==> src/rtl/pix_unpack_pkg.sv <==
package pix_unpack_pkg;

    localparam int CODE_W    = 4;
    localparam int CH_W      = 8;
    localparam int WORD_W    = 2 * CH_W;
    localparam logic [CODE_W-1:0] FMT_RESET = 4'd3;

    typedef enum logic [1:0] {
        MODE_BAD,
        MODE_565,
        MODE_PAIR,
        MODE_PAD
    } mode_e;

    typedef enum logic [1:0] {
        ST_W0,
        ST_W1,
        ST_W2,
        ST_BAD
    } state_e;

    typedef enum logic [2:0] {
        ACT_IDLE,
        ACT_LOAD,
        ACT_EMIT_565,
        ACT_EMIT_SPLIT,
        ACT_EMIT_TAIL
    } act_e;

    function automatic mode_e decode_fmt(input logic [CODE_W-1:0] code);
        mode_e m;
        case (code)
            4'd1:       m = MODE_565;
            4'd2, 4'd3: m = MODE_PAIR;
            4'd6, 4'd7: m = MODE_PAD;
            default:    m = MODE_BAD;
        endcase
        return m;
    endfunction

endpackage

==> src/rtl/pix_unpack_fmt_reg.sv <==
module pix_unpack_fmt_reg
    import pix_unpack_pkg::*;
#(
    parameter int                CW        = CODE_W,
    parameter logic [CW-1:0]     RESET_VAL = FMT_RESET
) (
    input  logic          clk,
    input  logic          rst_n,
    input  logic          fmt_we,
    input  logic [CW-1:0] fmt_wdata,
    output logic [CW-1:0] fmt_q,
    output mode_e         mode,
    output mode_e         new_mode
);

    always_ff @(posedge clk) begin
        if (!rst_n)
            fmt_q <= RESET_VAL;
        else if (fmt_we)
            fmt_q <= fmt_wdata;
    end

    always_comb begin
        mode     = decode_fmt(fmt_q);
        new_mode = decode_fmt(fmt_wdata);
    end

endmodule

==> src/rtl/pix_unpack_seq.sv <==
module pix_unpack_seq
    import pix_unpack_pkg::*;
(
    input  logic   clk,
    input  logic   rst_n,
    input  logic   fmt_we,
    input  mode_e  new_mode,
    input  mode_e  mode,
    input  logic   word_vld,
    output act_e   act
);

    state_e state_q;
    state_e state_d;

    // next-state logic and state register
    always_comb begin
        state_d = state_q;
        if (fmt_we) begin
            state_d = (new_mode == MODE_BAD) ? ST_BAD : ST_W0;
        end else if (word_vld) begin
            unique case (state_q)
                ST_W0:  state_d = (mode == MODE_565) ? ST_W0 : ST_W1;
                ST_W1:  state_d = (mode == MODE_PAIR) ? ST_W2 : ST_W0;
                ST_W2:  state_d = ST_W0;
                ST_BAD: state_d = ST_BAD;
                default: state_d = ST_BAD;
            endcase
        end
    end

    always_ff @(posedge clk) begin
        if (!rst_n)
            state_q <= (decode_fmt(FMT_RESET) == MODE_BAD) ? ST_BAD : ST_W0;
        else
            state_q <= state_d;
    end

    // action decode for the datapath
    always_comb begin
        act = ACT_IDLE;
        if (word_vld && !fmt_we) begin
            unique case (state_q)
                ST_W0:  act = (mode == MODE_565) ? ACT_EMIT_565 : ACT_LOAD;
                ST_W1:  act = (mode == MODE_PAIR) ? ACT_EMIT_SPLIT : ACT_EMIT_TAIL;
                ST_W2:  act = ACT_EMIT_TAIL;
                ST_BAD: act = ACT_IDLE;
                default: act = ACT_IDLE;
            endcase
        end
    end

endmodule

==> src/rtl/pix_unpack_path.sv <==
module pix_unpack_path
    import pix_unpack_pkg::*;
#(
    parameter int CW = CH_W,
    localparam int WW = 2 * CW
) (
    input  logic          clk,
    input  logic          rst_n,
    input  act_e          act,
    input  logic [WW-1:0] word,
    output logic          pix_vld,
    output logic [CW-1:0] pix_r,
    output logic [CW-1:0] pix_g,
    output logic [CW-1:0] pix_b
);

    logic [CW-1:0] lo_b;
    logic [CW-1:0] hi_b;
    logic [CW-1:0] hold_a;
    logic [CW-1:0] hold_b;

    assign lo_b = word[CW-1:0];
    assign hi_b = word[WW-1:CW];

    always_ff @(posedge clk) begin
        if (!rst_n) begin
            hold_a  <= '0;
            hold_b  <= '0;
            pix_vld <= 1'b0;
            pix_r   <= '0;
            pix_g   <= '0;
            pix_b   <= '0;
        end else begin
            pix_vld <= 1'b0;
            unique case (act)
                ACT_IDLE: ;
                ACT_LOAD: begin
                    hold_a <= lo_b;
                    hold_b <= hi_b;
                end
                ACT_EMIT_565: begin
                    pix_vld <= 1'b1;
                    pix_r   <= {word[15:11], {(CW-5){1'b0}}};
                    pix_g   <= {word[10:5],  {(CW-6){1'b0}}};
                    pix_b   <= {word[4:0],   {(CW-5){1'b0}}};
                end
                ACT_EMIT_SPLIT: begin
                    pix_vld <= 1'b1;
                    pix_r   <= hold_b;
                    pix_g   <= hold_a;
                    pix_b   <= hi_b;
                    hold_a  <= lo_b;
                end
                ACT_EMIT_TAIL: begin
                    pix_vld <= 1'b1;
                    pix_r   <= hold_a;
                    pix_g   <= hi_b;
                    pix_b   <= lo_b;
                end
                default: ;
            endcase
        end
    end

endmodule

==> src/rtl/pix_unpack.sv <==
module pix_unpack
    import pix_unpack_pkg::*;
(
    input  logic              clk,
    input  logic              rst_n,
    input  logic              fmt_we,
    input  logic [CODE_W-1:0] fmt_wdata,
    input  logic              word_vld,
    input  logic [WORD_W-1:0] word_data,
    output logic              pix_vld,
    output logic [CH_W-1:0]   pix_r,
    output logic [CH_W-1:0]   pix_g,
    output logic [CH_W-1:0]   pix_b,
    output logic              fmt_err
);

    logic [CODE_W-1:0] fmt_q;
    mode_e             mode;
    mode_e             new_mode;
    act_e              act;

    pix_unpack_fmt_reg #(.CW(CODE_W), .RESET_VAL(FMT_RESET)) i_fmt (
        .clk      (clk),
        .rst_n    (rst_n),
        .fmt_we   (fmt_we),
        .fmt_wdata(fmt_wdata),
        .fmt_q    (fmt_q),
        .mode     (mode),
        .new_mode (new_mode)
    );

    pix_unpack_seq i_seq (
        .clk     (clk),
        .rst_n   (rst_n),
        .fmt_we  (fmt_we),
        .new_mode(new_mode),
        .mode    (mode),
        .word_vld(word_vld),
        .act     (act)
    );

    pix_unpack_path #(.CW(CH_W)) i_path (
        .clk    (clk),
        .rst_n  (rst_n),
        .act    (act),
        .word   (word_data),
        .pix_vld(pix_vld),
        .pix_r  (pix_r),
        .pix_g  (pix_g),
        .pix_b  (pix_b)
    );

    assign fmt_err = (mode == MODE_BAD);

endmodule

==> config.mk <==
export PLATFORM = sky130hd
export DESIGN_NAME = pix_unpack
export DESIGN_NICKNAME = d
export VERILOG_FILES = /design/src/rtl/pix_unpack_pkg.sv /design/src/rtl/pix_unpack_fmt_reg.sv /design/src/rtl/pix_unpack_seq.sv /design/src/rtl/pix_unpack_path.sv /design/src/rtl/pix_unpack.sv
export SDC_FILE = /design/constraint.sdc
export NUM_CORES = 1
export LEC_CHECK = 0
export BUFFER_PORTS_ARGS = -buffer_cell sky130_fd_sc_hd__buf_2
export CAP_MARGIN = 20
export CORE_AREA = 2 2 65 73
export DETAILED_ROUTE_END_ITERATION = 10
export DIE_AREA = 0 0 67 75
export PLACE_DENSITY = 0.79
export SYNTH_ARGS = -nofsm -noshare
export SYNTH_HDL_FRONTEND = slang
export SYNTH_HIERARCHICAL = 1
export SYNTH_SLANG_ARGS = --single-unit
==> constraint.sdc <==
create_clock -name clk -period 3.55 [get_ports clk]
set_input_delay 0.5325 -clock clk [delete_from_list [all_inputs] [get_ports clk]]
set_output_delay 0.5325 -clock clk [all_outputs]
set_load 0.03 [all_outputs]
==> results of run 1 <==
-- state kept, by name (all words and copies together) (netlist names) --
| name | count |
|---|---|
| i_path/hold_a | 8 |
| i_path/hold_b | 8 |
| i_path/pix_b | 8 |
| i_path/pix_g | 8 |
| i_path/pix_r | 8 |
| i_fmt/fmt_q | 4 |
| i_seq/state_q | 2 |
| i_path/pix_vld | 1 |
-- routing by layer --
metal,wire (um),part of all wire [%]
met5,0,0
met4,139,2.5
met3,286,5.2
met2,2690,49
met1,2400,43
-- stage by stage --
stage	setup slack (ps)	util, %	cells
after global placement	1050	61.2	346
after CTS	950	63.5	354
final	944	63.5	354
after floorplan	1370	-	260
after detailed placement	975	61.2	346
after global routing	691	63.5	354
-- power breakdown --
group | switching (mW) | total (mW) | internal [mW]
Combinational | 0.129 | 0.208 | 0.0795
Sequential | 0.0186 | 0.575 | 0.557
Clock | 0.170 | 0.348 | 0.178
-- kinds of logic (layout without fill, tap and decap cells) --
| group | count (synthesis) | count (layout) |
|---|---|---|
| buffers and inverters | 23 | 63 |
| muxes | 20 | 20 |
| adders and majority gates | 1 | 1 |
| AOI/OAI and AO/OA | 67 | 67 |
| DFF | 47 | 47 |
| and+or+nand+nor | 102 | 102 |
-- area by class of cell --
type | count | area share (%)
Tap cell | 54 | 2.50
Timing Repair Buffer | 53 | 10.2
Inverter | 2 | 0.278
Sequential cell | 47 | 34.8
Clock buffer | 8 | 3.70
Multi-Input combinational cell | 190 | 48.5
-- critical path, stage by stage (launching register included) --
cell                       delay (ps)
sky130_fd_sc_hd__dfxtp_1          370
sky130_fd_sc_hd__nor2b_1          300
sky130_fd_sc_hd__a21o_1           250
sky130_fd_sc_hd__nor3b_1          200
sky130_fd_sc_hd__a21oi_1           70
sky130_fd_sc_hd__nor2_2           100
sky130_fd_sc_hd__buf_4            340
sky130_fd_sc_hd__nor2_4           120
sky130_fd_sc_hd__a21o_1           390
sky130_fd_sc_hd__o2111a_1         340
-- cell usage after synthesis (5+ instances only) --
library cell               count
sky130_fd_sc_hd__clkbuf_1     10
sky130_fd_sc_hd__nand2b_1      5
sky130_fd_sc_hd__o221ai_1      7
sky130_fd_sc_hd__mux2i_1      20
sky130_fd_sc_hd__o21ai_0       8
sky130_fd_sc_hd__dfxtp_1      47
sky130_fd_sc_hd__a21boi_1      8
sky130_fd_sc_hd__nor2b_1       5
sky130_fd_sc_hd__o2111a_1     15
sky130_fd_sc_hd__or3_1        15
sky130_fd_sc_hd__nand2_1      58
sky130_fd_sc_hd__a22oi_1       8
sky130_fd_sc_hd__a21boi_0      9
-- path summary, 6_finish.rpt --
path | slack [ps] | cells past startpoint | startpoint | end
worst max-delay path | 940 | 9 | i_fmt/fmt_q[1] | i_path/pix_b[5]
worst min-delay path | 460 | 2 | i_path/hold_b[2] | i_path/pix_r[2]
worst max register to register | 940 | 9 | i_fmt/fmt_q[1] | i_path/pix_b[5]
worst min register to register | 460 | 2 | i_path/hold_b[2] | i_path/pix_r[2]
==> out/qor.txt, run 1 <==
Avg Vias per Cell = 5.94
Crit. End Element = register
final-report max-slew violation count = 0
post-detailed-route count of antenna-violating nets = 0
Worst slew margin = 60.5%
clock root buffer master = sky130_fd_sc_hd__clkbuf_8
Std-Cell Core Area = 0.00425 sq mm
shortest period the worst path allows = 2610 ps
layout cells sized above 1 = 23.7%
worst-path fanout max = 37
critical path class = reg -> reg
setup repair after global routing missed its margin = no
most area-consuming cells after synthesis = sky130_fd_sc_hd__dfxtp_1 39%, sky130_fd_sc_hd__nand2_1 9.1%, sky130_fd_sc_hd__mux2i_1 8.4%, sky130_fd_sc_hd__o2111a_1 7.1%, sky130_fd_sc_hd__or3_1 3.9%
half-perimeter wire length after detailed placement = 3890 um
final setup skew = 4.15 ps
H-tree level count = 2
endpoints failing setup = 0
Die Footprint = 0.00503 sq mm
global-route wire length before repair = 8800 um
average footprint of a synthesized cell = 9.18 sq um
count of routing violations after the opening detailed-route iteration = 116
most area-hungry cell type in the Yosys netlist = sky130_fd_sc_hd__dfxtp_1
compound-cell area share of the yosys netlist = 23.1%
Min-Delay Path Class = reg -> reg
initial antenna violation count = 0
io pins = 50
placed instance area = 0.00260 sq mm
leakage power summed over all cells = 1.09 nW
f_max = 0.384 GHz
die boundary height = 75 um
number of global-route vias before repair = 1887
first drt pass iteration count = 4
Most Used Layer, Global Route = met2
antenna diode instance count = 0
FP Rows = 25
final cell area excluding filler cells = 0.00270 sq mm
number of standard cells after synthesis = 260
layout filler cell count = 393
global routing usage on met3 = 4.93%
Synth Area in XOR/XNOR = 0%
total wirelength of the detailed-routed design = 5510 um
maximum number of pins on one net before global-route repair = 38
Overall Power = 1.13 mW
max-capacitance violation count = 0
wire length per cell = 15.6 um
syn_nets = 284
final critical-path share of the clock period = 73.4%
largest buffer count on any clock path = 2
Inserted Clock Buffers = 5
clock network latency to the later pin of the worst-skew pair = 290 ps
Fin. Hold Viols = 0
aggregate global-route resource usage = 23.1%
multiplexer area fraction after synthesis = 8.39%
smallest hold slack = 457 ps
count of hold-fix buffers inserted at cts = 0
proportion of netlist area held by the largest area contributor = 39.4%
clk slew on worst S/H paths = 80 ps
commonest cells after routing, fill and taps aside = 58 x sky130_fd_sc_hd__nand2_1, 49 x sky130_fd_sc_hd__buf_2, 47 x sky130_fd_sc_hd__dfxtp_1
power per standard cell area = 418 mW/mm^2
area of the mapped netlist = 0.00239 sq mm
relative area change from synthesis to final layout = 13.2%
number of instances resized during post-cts repair = 0
FF+latch count, synth = 47
total number of vias = 2101
required time of the critical path = 3730 ps
Adder-Cell Fraction of Synth Area = 0.419%
Synth Warn # = 6
horizontal die dimension = 67 um
peak ir drop on the vdd network = 0.243 mV
proportion of synthesized chip area in sequential cells = 39.4%
# Post-CTS Setup Buffers = 0
Total Nets Final = 323
fraction of registers with async set or reset after synthesis = 0%
total overflow reported by the global router = 0
GR met2 Demand/Resource = 37.7%
starting density of the core = 56.1%
pin slew with the least headroom to its limit = 593 ps
most common cell after layout, fill and taps aside = sky130_fd_sc_hd__nand2_1
launching element type of the critical path = register
register cell area after layout = 941 sq um
RePlAce Congestion = 0.775
Port Buf Inserts = 49
signal arrival time at the worst endpoint = 2790 ps
TritonCTS clock tree = done
outcome = finished clean
Simple-Gate Fraction of Synth Area = 22.8%
clk sink count = 47
dominant combinational cell family by area after synthesis = compound AO/OA/AOI/OAI gates
Post-synth top flop = sky130_fd_sc_hd__dfxtp_1
count of different cell masters after synthesis = 41
aggregate negative setup slack = 0 ps
Post-synth EDFFs = 0
met1 Use GR = 29.8%
count of unresolved DRC violations after routing = 0
multi-input gate area in the final layout = 0.00131 sq mm
(Power assumes the default switching activity.)
==> inputs of run 2 (changes only) <==
--- a/config.mk
+++ b/config.mk
@@ -7,10 +7,10 @@
 export LEC_CHECK = 0
 export BUFFER_PORTS_ARGS = -buffer_cell sky130_fd_sc_hd__buf_2
 export CAP_MARGIN = 20
-export CORE_AREA = 2 2 65 73
+export CORE_AREA = 2 2 67 75
 export DETAILED_ROUTE_END_ITERATION = 10
-export DIE_AREA = 0 0 67 75
-export PLACE_DENSITY = 0.79
+export DIE_AREA = 0 0 69 77
+export PLACE_DENSITY = 0.75
 export SYNTH_ARGS = -nofsm -noshare
 export SYNTH_HDL_FRONTEND = slang
 export SYNTH_HIERARCHICAL = 1
==> constraint.sdc (replaced) <==
create_clock -name clk -period 2.5 [get_ports clk]
set_input_delay 0.375 -clock clk [delete_from_list [all_inputs] [get_ports clk]]
set_output_delay 0.375 -clock clk [all_outputs]
set_load 0.03 [all_outputs]
==> out/qor.txt, run 2 (synthesis gave the netlist of run 1 again) <==
GR met2 Demand/Resource = 36.1%
most common cell after layout, fill and taps aside = sky130_fd_sc_hd__nand2_1
post-detailed-route count of antenna-violating nets = 0
placed instance area = 0.00263 sq mm
outcome = finished clean
final-report max-slew violation count = 0
maximum number of pins on one net before global-route repair = 36
relative area change from synthesis to final layout = 14.1%
launching element type of the critical path = register
clk sink count = 47
final critical-path share of the clock period = 91.6%
max-capacitance violation count = 0
pin slew with the least headroom to its limit = 470 ps
H-tree level count = 2
RePlAce Congestion = 0.783
Inserted Clock Buffers = 5
Die Footprint = 0.00531 sq mm
Port Buf Inserts = 49
Avg Vias per Cell = 5.79
total wirelength of the detailed-routed design = 5630 um
clock network latency to the later pin of the worst-skew pair = 300 ps
final cell area excluding filler cells = 0.00272 sq mm
startpoint of the most critical setup path = i_fmt/fmt_q[1]
Worst slew margin = 68.6%
shortest period the worst path allows = 2290 ps
aggregate global-route resource usage = 21.8%
first drt pass iteration count = 5
FP Rows = 26
total number of vias = 2073
endpoints failing setup = 0
layout cells sized above 1 = 24.5%
signal arrival time at the worst endpoint = 2500 ps
half-perimeter wire length after detailed placement = 3840 um
start of the worst register-to-register path = i_fmt/fmt_q[1]
required time of the critical path = 2710 ps
horizontal die dimension = 69 um
aggregate negative setup slack = 0 ps
commonest cells after routing, fill and taps aside = 58 x sky130_fd_sc_hd__nand2_1, 49 x sky130_fd_sc_hd__buf_2, 47 x sky130_fd_sc_hd__dfxtp_1
Most Used Layer, Global Route = met2
worst-path fanout max = 18
count of unresolved DRC violations after routing = 0
Total Nets Final = 325
largest buffer count on any clock path = 2
initial antenna violation count = 0
minimum setup slack in the final design = 209 ps
global-route wire length before repair = 9490 um
die boundary height = 77 um
antenna diode instance count = 0
Min-Delay Path Class = in -> reg
worst slack at placement = 21.9 ps
peak ir drop on the vdd network = 0.444 mV
wire length per cell = 15.7 um
min-delay src = fmt_wdata[0]
clock root buffer master = sky130_fd_sc_hd__clkbuf_8
met1 Use GR = 28.6%
clk slew on worst S/H paths = 80 ps
final setup skew = 8.67 ps
global routing usage on met3 = 4.47%
Overall Power = 1.57 mW
number of global-route vias before repair = 1952
Crit. End Element = register
critical path class = reg -> reg
io pins = 50
starting density of the core = 52.4%
setup repair after global routing missed its margin = no
final core utilization = 59.8%
Fin. Hold Viols = 0
f_max = 0.437 GHz
power per standard cell area = 576 mW/mm^2
leakage power summed over all cells = 1.09 nW
count of routing violations after the opening detailed-route iteration = 138
Std-Cell Core Area = 0.00455 sq mm
TritonCTS clock tree = done
total overflow reported by the global router = 0
-- run 2: cell types whose count changed in the layout (fill, tap and decap cells not counted), sizes merged --
cell,delta
buf,+2
clkbuf,-2
clkinv,+1
clkinvlp,+1
-- run 2: path summary, 6_finish.rpt --
kind / to / slack, ps / depth (start not counted)
setup / recovery: i_path/pix_b[0] / 210 / 7
hold reg to reg: i_path/pix_r[2] / 470 / 2
hold / removal: i_fmt/fmt_q[0] / 310 / 3
setup reg to reg: i_path/pix_b[0] / 210 / 7
-- run 2: where the power goes --
part           switching, mW  leakage, nW  internal [mW]
combinational          0.187        0.670          0.119
sequential            0.0260        0.383          0.791
clock                  0.252       0.0412          0.196
-- run 2: per-layer routing --
| metal | wire length (um) | up-vias |
|---|---|---|
| li1 | - | 1026 |
| met1 | 2490 | 979 |
| met2 | 2790 | 62 |
| met3 | 291 | 6 |
| met4 | 59 | 0 |
| met5 | 0 | - |
-- run 2: cell type report --
cell class / instances / area, sq um
Fill cell: 418 / 1830
Multi-Input combinational cell: 190 / 1320
Sequential cell: 47 / 941
Timing Repair Buffer: 55 / 303
Clock buffer: 6 / 72.6
Tap cell: 56 / 70.1
Clock inverter: 2 / 12.5
Inverter: 2 / 7.51
-- run 2: worst max-delay path, stage by stage (launching register included) --
cell and delay (ps):
sky130_fd_sc_hd__dfxtp_1 360, sky130_fd_sc_hd__nor2b_1 310, sky130_fd_sc_hd__inv_1 120, sky130_fd_sc_hd__maj3_1 390, sky130_fd_sc_hd__nor2_4 250, sky130_fd_sc_hd__nand2b_4 290
sky130_fd_sc_hd__nand2b_1 240, sky130_fd_sc_hd__o221ai_1 250
-- run 2: timing repair --
action / CTS / global route
endpoints found under the setup margin: 1 / 17
hold buffers: 0 / 0
pin swaps: 0 / 0
endpoints found under the hold margin: 0 / 0
setup buffers: 0 / 0
resized for setup: 1 / 1
-- run 2: through the flow --
stage,instances,hold WS (ps)
2_1_floorplan,260,426
3_5_place_dp,350,453
5_1_grt,358,339
4_1_cts,358,312
3_3_place_gp,350,443
6_report,358,312
==> inputs of run 3 (changes only) <==
--- a/config.mk
+++ b/config.mk
@@ -11,6 +11,7 @@
 export DETAILED_ROUTE_END_ITERATION = 10
 export DIE_AREA = 0 0 69 77
 export PLACE_DENSITY = 0.75
+export SETUP_SLACK_MARGIN = 0.5
 export SYNTH_ARGS = -nofsm -noshare
 export SYNTH_HDL_FRONTEND = slang
 export SYNTH_HIERARCHICAL = 1
==> out/qor.txt, run 3 (synthesis gave the netlist of run 1 again) <==
outcome = finished clean
aggregate negative setup slack = 0 ps
TritonCTS clock tree = done
setup slack on the worst flop-to-flop path = 380 ps
cells on worst reg2reg path = 9
Reg-to-Reg End = i_path/pix_r[3]
clock network latency to the later pin of the worst-skew pair = 290 ps
Worst slew margin = 75.0%
worst-path cell chain = nor2b_4 -> a21o_4 -> maj3_2 -> nor2_4 -> buf_12 -> buf_12 -> mux2i_1 -> nand2_1 -> o2111a_1
io pins = 50
initial antenna violation count = 0
post-detailed-route count of antenna-violating nets = 0
Buffers & Inverters on Critical Path = 2
commonest cells after routing, fill and taps aside = 52 x sky130_fd_sc_hd__nand2_1, 49 x sky130_fd_sc_hd__buf_2, 45 x sky130_fd_sc_hd__dfxtp_1
H-tree level count = 2
CP most frequent cell = sky130_fd_sc_hd__buf_12
largest buffer count on any clock path = 2
min-delay src = fmt_wdata[0]
setup repair after global routing missed its margin = yes
count of routing violations after the opening detailed-route iteration = 128
start of the worst register-to-register path = i_fmt/fmt_q[1]
Avg Vias per Cell = 5.88
count of unresolved DRC violations after routing = 0
total number of vias = 2230
clk sink count = 47
aggregate global-route resource usage = 23.2%
global-route wire length before repair = 10100 um
total wirelength of the detailed-routed design = 6610 um
clk slew on worst S/H paths = 90 ps
Overall Power = 1.72 mW
CP max stage cell = sky130_fd_sc_hd__dfxtp_4
peak ir drop on the vdd network = 0.301 mV
dominant delay contributor by cell family on the critical path = compound AO/OA/AOI/OAI gates
shortest period the worst path allows = 2120 ps
RePlAce Congestion = 0.801
layout cells sized above 1 = 38.7%
final core utilization = 68.8%
signal arrival time at the worst endpoint = 2310 ps
wire length per cell = 17.4 um
half-perimeter wire length after detailed placement = 3880 um
leakage power summed over all cells = 1.27 nW
max-capacitance violation count = 0
maximum number of pins on one net before global-route repair = 31
final setup skew = 5.05 ps
clock root buffer master = sky130_fd_sc_hd__clkbuf_8
most common cell after layout, fill and taps aside = sky130_fd_sc_hd__nand2_1
pin slew with the least headroom to its limit = 375 ps
starting density of the core = 52.4%
worst-path fanout max = 15
critical path class = reg -> reg
Crit. End Element = register
total overflow reported by the global router = 0
final critical-path share of the clock period = 84.7%
antenna diode instance count = 0
worst hold path endpoint = i_fmt/fmt_q[0]
number of global-route vias before repair = 2076
FP Rows = 26
Fin. Hold Viols = 0
endpoints failing setup = 0
horizontal die dimension = 69 um
Min-Delay Path Class = in -> reg
first drt pass iteration count = 4
power per standard cell area = 549 mW/mm^2
final-report max-slew violation count = 0
die boundary height = 77 um
required time of the critical path = 2690 ps
f_max = 0.472 GHz
Total Nets Final = 346
relative area change from synthesis to final layout = 31.3%
number of instances on the worst hold path = 3
highest cell delay on the worst timing path = 360 ps
Inserted Clock Buffers = 5
count of hold-fix buffers inserted at cts = 0
Port Buf Inserts = 49
launching element type of the critical path = register
Std-Cell Core Area = 0.00455 sq mm
Die Footprint = 0.00531 sq mm
[run 3: report_power, final]
group          internal [mW]  switching, mW
logic                  0.175          0.220
clock network          0.252          0.254
registers              0.790         0.0299
[run 3: timing repair]
action	CTS	global route
gates resized for setup	21	33
buffers inserted	10	5
cloned	4	1
endpoints found under the setup margin	41	41
pin swaps	7	11
[run 3: how the worst max path moves through the flow]
| stage | start | endpoint | slack [ps] | depth (start not counted) |
|---|---|---|---|---|
| 6_report | i_fmt/fmt_q[1] | i_path/pix_r[3] | 380 | 9 |
| 5_1_grt | i_fmt/fmt_q[1] | i_path/hold_b[1] | 310 | 11 |
| 4_1_cts | i_fmt/fmt_q[1] | i_path/pix_g[6] | 400 | 9 |
| 3_5_place_dp | i_fmt/fmt_q[1] | i_path/pix_g[5] | 240 | 8 |
| 3_3_place_gp | i_fmt/fmt_q[1] | i_path/pix_g[5] | 260 | 8 |
| 2_1_floorplan | i_fmt/fmt_q[1] | i_path/pix_b[3] | 400 | 12 |
[run 3: metal layers]
metal	share of wire [%]	track usage, %	vias up
met1	42	31.4	1072
li1	-	-	1071
met5	0	0	-
met4	1.6	6.67	0
met2	51	38.3	76
met3	5.8	3.55	11
[run 3: stage by stage]
| stage | setup WS, ps | instance area (sq um) | std cells | hold WS [ps] |
|---|---|---|---|---|
| 2_1_floorplan | 402 | 2420 | 260 | 426 |
| 3_3_place_gp | 264 | 2650 | 351 | 435 |
| 3_5_place_dp | 241 | 2650 | 351 | 454 |
| 4_1_cts | 403 | 2940 | 373 | 307 |
| 5_1_grt | 310 | 3140 | 379 | 330 |
| 6_report | 383 | 3140 | 379 | 310 |
[run 3: area by class of cell]
type / count / area [sq um]
multi-input cells: 192 / 1490
well taps: 56 / 70.1
fillers: 375 / 1420
repair buffers: 74 / 514
flip-flops and latches: 47 / 948
clock buffers: 7 / 96.3
clock inverters: 1 / 7.51
inverters: 2 / 7.51
[run 3: worst register-to-register path: stages, from the launching register on]
cell	delay, ps
sky130_fd_sc_hd__dfxtp_4	360
sky130_fd_sc_hd__nor2b_4	140
sky130_fd_sc_hd__a21o_4	220
sky130_fd_sc_hd__maj3_2	330
sky130_fd_sc_hd__nor2_4	110
sky130_fd_sc_hd__buf_12	140
sky130_fd_sc_hd__buf_12	160
sky130_fd_sc_hd__mux2i_1	310
sky130_fd_sc_hd__nand2_1	110
sky130_fd_sc_hd__o2111a_1	150
